===== src/rtl/lfd_pkg.sv =====
package lfd_pkg;
  typedef enum logic {
    SRC_DIVIDER  = 1'b0,
    SRC_EXTERNAL = 1'b1
  } lfd_src_e;
endpackage


===== src/rtl/lfd_sync.sv =====
module lfd_sync #(
  parameter int STAGES = 2
) (
  input  logic clk,
  input  logic rst,
  input  logic din,
  output logic dout
);
  logic [STAGES-1:0] stage_q;

  always_ff @(posedge clk) begin
    if (rst) stage_q[0] <= 1'b0;
    else     stage_q[0] <= din;
  end

  for (genvar g = 1; g < STAGES; g++) begin : g_stage
    always_ff @(posedge clk) begin
      if (rst) stage_q[g] <= 1'b0;
      else     stage_q[g] <= stage_q[g-1];
    end
  end

  assign dout = stage_q[STAGES-1];

  // Warm-up counter so the latency check only compares post-reset samples
  localparam int WW = $clog2(STAGES + 1);
  logic [WW-1:0] warm_q;
  always_ff @(posedge clk) begin
    if (rst) warm_q <= '0;
    else if (warm_q != WW'(STAGES)) warm_q <= warm_q + 1'b1;
  end

  if (STAGES == 2) begin : g_chk2
    assert_sync_latency_R5: assert property (@(posedge clk) disable iff (rst)
      (warm_q == WW'(STAGES)) |-> (dout == $past(din, 2)));
  end
endmodule


===== src/rtl/lfd_line_counter.sv =====
module lfd_line_counter #(
  parameter int DIV_W  = 12,
  parameter int OFFSET = 8,
  parameter int CNT_W  = DIV_W + 1
) (
  input  logic             clk,
  input  logic             rst,
  input  logic [DIV_W-1:0] div_value,
  output logic [CNT_W-1:0] cnt_o
);
  logic [CNT_W-1:0] cnt_q;
  logic [CNT_W-1:0] period_q;
  logic [CNT_W-1:0] period_next;
  logic             last_count;

  assign period_next = CNT_W'(div_value) + CNT_W'(OFFSET);
  assign last_count  = (cnt_q == (period_q - CNT_W'(1)));

  always_ff @(posedge clk) begin
    if (rst) begin
      cnt_q    <= '0;
      period_q <= period_next;
    end else if (last_count) begin
      cnt_q    <= '0;
      period_q <= period_next;
    end else begin
      cnt_q    <= cnt_q + CNT_W'(1);
    end
  end

  assign cnt_o = cnt_q;

  assert_count_in_range_R2: assert property (@(posedge clk) disable iff (rst)
    cnt_q < period_q);

  assert_reload_no_gap_R7: assert property (@(posedge clk) disable iff (rst)
    (cnt_q == (period_q - CNT_W'(1))) |=> (cnt_q == '0));

  assert_period_held_R8: assert property (@(posedge clk) disable iff (rst)
    (cnt_q != (period_q - CNT_W'(1))) |=> $stable(period_q));

  assert_reset_clears_R1: assert property (@(posedge clk)
    rst |=> (cnt_q == '0));
endmodule


===== src/rtl/lfd_pulse_gen.sv =====
module lfd_pulse_gen #(
  parameter int CNT_W   = 13,
  parameter int PULSE_W = 4
) (
  input  logic             clk,
  input  logic             rst,
  input  logic [CNT_W-1:0] cnt_i,
  output logic             pulse_o
);
  logic pulse_q;

  always_ff @(posedge clk) begin
    if (rst) pulse_q <= 1'b0;
    else     pulse_q <= (cnt_i < CNT_W'(PULSE_W));
  end

  assign pulse_o = pulse_q;

  // Number of cycles the pulse has already been high before this one
  localparam int RW = $clog2(PULSE_W + 2);
  logic [RW-1:0] hi_run_q;
  always_ff @(posedge clk) begin
    if (rst || !pulse_q) hi_run_q <= '0;
    else if (hi_run_q != '1) hi_run_q <= hi_run_q + 1'b1;
  end

  assert_pulse_width_R3: assert property (@(posedge clk) disable iff (rst)
    pulse_q |-> (hi_run_q < RW'(PULSE_W)));

  assert_reset_low_R1: assert property (@(posedge clk)
    rst |=> !pulse_q);
endmodule


===== src/rtl/line_feedback_divider.sv =====
module line_feedback_divider #(
  parameter int DIV_W       = 12,
  parameter int OFFSET      = 8,
  parameter int PULSE_W     = 4,
  parameter int SYNC_STAGES = 2
) (
  input  logic             clk,
  input  logic             rst,
  input  logic [DIV_W-1:0] div_value,
  input  logic             pulse_sel_ext,
  input  logic             fb_sel_ext,
  input  logic             ext_sync_in,
  input  logic             ext_fb_in,
  output logic             line_pulse_o,
  output logic             fb_o
);
  import lfd_pkg::*;

  localparam int CNT_W = DIV_W + 1;

  logic [CNT_W-1:0] cnt;
  logic             div_pulse;
  logic             sync_pulse;
  lfd_src_e         pulse_src;
  lfd_src_e         fb_src;

  lfd_line_counter #(
    .DIV_W (DIV_W),
    .OFFSET(OFFSET),
    .CNT_W (CNT_W)
  ) u_counter (
    .clk      (clk),
    .rst      (rst),
    .div_value(div_value),
    .cnt_o    (cnt)
  );

  lfd_pulse_gen #(
    .CNT_W  (CNT_W),
    .PULSE_W(PULSE_W)
  ) u_pulse (
    .clk    (clk),
    .rst    (rst),
    .cnt_i  (cnt),
    .pulse_o(div_pulse)
  );

  lfd_sync #(
    .STAGES(SYNC_STAGES)
  ) u_sync (
    .clk (clk),
    .rst (rst),
    .din (ext_sync_in),
    .dout(sync_pulse)
  );

  assign pulse_src = lfd_src_e'(pulse_sel_ext);
  assign fb_src    = lfd_src_e'(fb_sel_ext);

  always_comb begin
    line_pulse_o = (pulse_src == SRC_EXTERNAL) ? sync_pulse : div_pulse;
    fb_o         = (fb_src == SRC_EXTERNAL) ? ext_fb_in : div_pulse;
  end
endmodule


===== config.mk =====
export PLATFORM = sky130hd
export DESIGN_NAME = line_feedback_divider
export DESIGN_NICKNAME = d
export VERILOG_FILES = /design/src/rtl/lfd_pkg.sv /design/src/rtl/lfd_sync.sv /design/src/rtl/lfd_line_counter.sv /design/src/rtl/lfd_pulse_gen.sv /design/src/rtl/line_feedback_divider.sv
export SDC_FILE = /design/constraint.sdc
export NUM_CORES = 1
export LEC_CHECK = 0
export CAP_MARGIN = 20
export CORE_AREA = 3 3 64 66
export CTS_BUF_LIST = sky130_fd_sc_hd__clkbuf_2 sky130_fd_sc_hd__clkbuf_4 sky130_fd_sc_hd__clkbuf_8
export DETAILED_ROUTE_END_ITERATION = 10
export DIE_AREA = 0 0 67 69
export PLACE_DENSITY = 0.75
export SETUP_SLACK_MARGIN = 0.1
export SLEW_MARGIN = 10
export SYNTH_ARGS = -nofsm -noshare
export SYNTH_HDL_FRONTEND = slang
export SYNTH_SLANG_ARGS = --single-unit

===== constraint.sdc =====
create_clock -name clk -period 3.9 [get_ports clk]
set_input_delay 0.78 -clock clk [delete_from_list [all_inputs] [get_ports clk]]
set_output_delay 0.78 -clock clk [all_outputs]
set_load 0.05 [all_outputs]

Word-level counts from Yosys, hierarchy flattened:

Cells that the tools add are included.

* input port bits: 18
* logic and storage cells: 16
* flip-flop bits (word level): 29

* multiplexer cells: 4
* order comparisons: 1
* eq/ne operators: 1
* reductions and logical operators: 2
* add/subtract/negate cells: 3

Operator list (count)
* $mux W13: 2
* $add A12 B4 Y13 const B: 1
* $add A13 B1 Y13 const B: 1
* $eq A13 B13 Y1: 1
* $lt A13 B3 Y1 const B: 1
* $sub A13 B1 Y13 const B: 1
* $mux W1: 2
* $reduce_bool A2 Y1: 1
* $reduce_or A2 Y1: 1

Logic depth before layout (Yosys ltp):

* word-level depth: 4
* depth in mapped cells: 9

Cells and area by module:

From an unflattened synthesis, not the netlist that was laid out.

* cell total of the unflattened synthesis: 172
* area total of the unflattened synthesis: 1773.0 um^2

Modules (own cells, without submodules)
* lfd_line_counter: cells each 161, area each 1649.1 um^2, instances 1
* lfd_sync: cells each 4, area each 52.6 um^2, instances 1
* lfd_pulse_gen: cells each 5, area each 45.0 um^2, instances 1
* line_feedback_divider: cells each 2, area each 26.3 um^2, instances 1

Least setup slack after synthesis:

No wires, ideal clock.

* path type: register to register
* from: reg u_counter.period_q[0]
* to: reg u_counter.period_q[0] (enable)
* library setup time: 0.308 ns
* slack: 1.502 ns
* arrival: 2.090 ns
* required time: 3.592 ns
* path buffers: 1
* stages on the path, launching flop included: 9
* path through: edfxtp_1 > inv_1 > ha_1 > nor4b_4 > nand2_2 > nor4_2 > nor3_1 > o41ai_4 > buf_6

* cells in the longest elaborated chain, start to end: 3

Ends and longest elaborated chain
* start: declaration: line lfd_line_counter.sv:12 `logic [CNT_W-1:0] period_q;`
* start signal: assignment: line lfd_line_counter.sv:22 `period_q <= period_next;`
* start signal: assignment: line lfd_line_counter.sv:25 `period_q <= period_next;`
* $sub A13 B1 Y13: line lfd_line_counter.sv:17 `assign last_count = (cnt_q == (period_q - CNT_W'(1)));`
* $eq A13 B13 Y1: line lfd_line_counter.sv:17
* $reduce_bool A2 Y1 (no line)

Every way passes these cells.
A chain may end at the register's enable or synchronous reset.

Worst setup path in the final report:

* from: in pulse_sel_ext
* to: out line_pulse_o

* cells in the longest elaborated chain, start to end: 1

Ends and longest elaborated chain
* start: declaration: line line_feedback_divider.sv:10 `input logic pulse_sel_ext,`
* $mux W1: line line_feedback_divider.sv:61 `line_pulse_o = (pulse_src == SRC_EXTERNAL) ? sync_pulse : div_pulse;`
* end: declaration: line line_feedback_divider.sv:14 `output logic line_pulse_o,`

Every way passes these cells.

==> flow_summary.ini <==
[floorplan]
dieArea_mm2 = 0.00462
rows = 22
io-pin-count = 20
die_h_um = 69
die-width_um = 67
start_util = 0.468
coreArea_mm2 = 0.00363

[detailed_routing]
wirelength_um = 2970
vias = 1282
drt-initial-drc-count = 73
antenna_left = 0
wl_per_cell_um = 12.1
drc = 0
via_per_inst = 5.23
drtPass1Iterations = 4

[cts]
clk_path_buf_depth = 2
clk_pin_slew_ns = 0.06
htreeDepth = 2
cts-hold-fix-buffers = 0
cts_resized = 0
clkLatencyLatePin_ns = 0.28
cts_root_buffer = clkbuf_8
cts_buffers = 5
cts_sinks = 29
post-cts-setup-buffers = 0
tritoncts = done

[min_path]
hold_depth = 1
hold_path.class = flop to flop

[sta]
fin_crit_sh = 0.779
rsz0062_at_grt = false
tns_ns = 0
setup_violations = 0
relSlewSlack = 0.352
clock_skew_ns = 0.00811
final_max_slew_viol_count = 0
finalCriticalPeriod_ns = 3.04
final_hold_viol_count = 0
max_slew.worst_pin.slew_ns = 0.968
max_freq_mhz = 329

[worst_setup_path]
worst_path_max_delay_cell = clkdlybuf4s50_1
end_kind = primary output
path_max_fanout = 1
worst_r2r_path_depth = 9
worstSetupPathDepth = 3
crit_arrival_ns = 2.26
crit_buf_inv = 2
crit_path_cell_trace = clkdlybuf4s50_1 -> mux2_2 -> clkdlybuf4s50_1
critPathTopFamily = buffers and inverters
worst_path_most_repeated_cell = clkdlybuf4s50_1
max_stage_delay_ns = 0.70
required_ns = 3.12
start_kind = input port
crit_type = input port to primary output
r2r_slack_ns = 0.86

[power]
leakagePower_nw = 0.725
clkPwrFrac = 0.371
vdd_drop_max_v = 0.000205
p_per_area_mw_per_mm2 = 345
p_sw_w = 0.000160
combPwrFrac = 0.126
internal_power_w = 0.000538
p_seq_frac = 0.503
swShare = 0.230

[yosys]
synth_edf_count = 13
yosys_register_bits = 29
synth_top_area_frac = 0.230
seq_area_frac_synth = 0.418
synth_async_sr_flop_share = 0
synth_area_mm2 = 0.00170
yosysTopAreaCell = edfxtp_1
yosys-top-cells-area = edfxtp_1 (23%), dfxtp_1 (19%), xnor2_1 (8.8%)
synth_cell_types = 41
syn_nets = 196
netlist_instances = 175
synth_warnings = 0
avgSynthCellArea_um2 = 9.72
synth-main-ff-cell = dfxtp_1

[run_status]
status = complete, no violations

[global_routing]
grt_pass1_vias = 1138
grt_pass1_wl_um = 5030
antenna_found_initial = 0
track_usage = 0.146
grt_max_degree = 16
grt.overflow.total = 0

[cells_and_area]
layout-drive-gt1-share = 0.117
final-instance-count-excl-fill = 245
fillers = 344
n_antenna_cell = 0
nNetsFinal = 217
area_growth_pct = 19.1

[placement]
port_buffers = 19
dp_hpwl_um = 2310
place_congestion = 0.839
place_inst = 237

[flow_run]
maxCapViolations = 0
[cell type report]
cell class	count	area, um2	share of cell area
Clock buffer	8	97.6	0.0482
Inverter	8	30.0	0.0148
Multi-Input combinational cell	131	922	0.455
Sequential cell	29	711	0.351
Tap cell	48	60.1	0.0296
Timing Repair Buffer	21	205	0.101
[cell usage after synthesis (2+ instances only)]
library cell,count
o211ai_1,2
nand4_1,5
and3_1,3
xnor2_1,17
xor2_1,14
mux2_2,2
o22ai_1,2
a21oi_1,3
edfxtp_1,13
nor3_1,6
nor2b_1,2
nor2_1,21
clkbuf_1,3
nor4_1,5
dfxtp_1,16
nand3_1,13
nand3b_1,2
inv_1,8
buf_2,3
ha_1,3
nand2b_1,3
or2_2,2
nand2_1,9
[routing by layer]
| layer | track usage | vias to the layer above | part of all wire |
|---|---|---|---|
| met1 | 0.180 | 579 | 0.45 |
| met5 | 0 | - | 0 |
| li1 | - | 661 | - |
| met4 | 0.0811 | 0 | 0.033 |
| met3 | 0.0521 | 11 | 0.054 |
| met2 | 0.218 | 31 | 0.47 |
[cells by family (layout without fill, tap and decap cells)]
group / after synthesis / in the layout / share of synthesized area
DFF: 29 / 29 / 0.418
adders and majority gates: 3 / 3 / 0.0221
AOI/OAI and AO/OA: 16 / 16 / 0.0868
xor gates and xnor gates: 31 / 31 / 0.160
and+or+nand+nor: 78 / 78 / 0.255
buffers and inverters: 15 / 37 / 0.0397
muxes: 3 / 3 / 0.0191
[final timing paths]
check | start | to
worst max-delay path | pulse_sel_ext | line_pulse_o
worst min-delay path | u_sync.stage_q[0] | u_sync.dout
worst min register to register | u_sync.stage_q[0] | u_sync.dout
worst max register to register | u_counter.period_q[0] | u_counter.cnt_o[7]
[worst reg2reg max path, delay by kind of cell (launching register included)]
| family | cells | cell delay (ns) |
|---|---|---|
| AO/OA/AOI/OAI | 1 | 0.92 |
| AND/OR/NAND/NOR | 5 | 0.89 |
| flip-flops | 1 | 0.44 |
| buffers and inverters | 2 | 0.40 |
| adder cells (fa/ha/maj) | 1 | 0.30 |
[state kept, by name, summed over array words and instances (netlist names)]
signal and flops:
u_counter.cnt_o 13, u_counter.period_q 13, u_pulse.pulse_o 1, u_sync.dout 1, u_sync.stage_q 1
[power groups by stage]
stage                     registers (W)  clock network [W]  logic [W]
after detailed placement       0.000357                  0  0.0000891
after global placement         0.000357                  0  0.0000878
after floorplan                0.000350                  0  0.0000602
after global routing           0.000353           0.000284  0.0000972
after CTS                      0.000351           0.000268  0.0000894
final                          0.000351           0.000259  0.0000882
[cell usage in the layout (no fill, tap or decap), drive strengths merged, types with 2 or more instances in the layout]
cell / n
dfxtp: 16
mux2: 2
edfxtp: 13
nor4: 6
clkdlybuf4s50: 19
nand3: 13
a21oi: 3
nor3: 7
buf: 2
and3: 3
o22ai: 2
nand4: 5
o211ai: 3
xor2: 14
inv: 8
nor2b: 2
clkbuf: 8
nand2b: 3
ha: 3
nand3b: 2
xnor2: 17
or2: 2
nor2: 21
nand2: 10
[through the flow]
step	power (W)	worst slack (ns)	util	hold slack, ns	instance area, um2
6_report	0.000698	0.863	0.558	0.436	2030
5_1_grt	0.000735	0.485	0.558	0.472	2030
4_1_cts	0.000708	0.756	0.558	0.442	2030
3_5_place_dp	0.000447	0.779	0.531	0.428	1930
3_3_place_gp	0.000445	0.867	0.531	0.418	1930
2_1_floorplan	0.000410	1.50	-	0.414	1700
(Power assumes the default switching activity.)
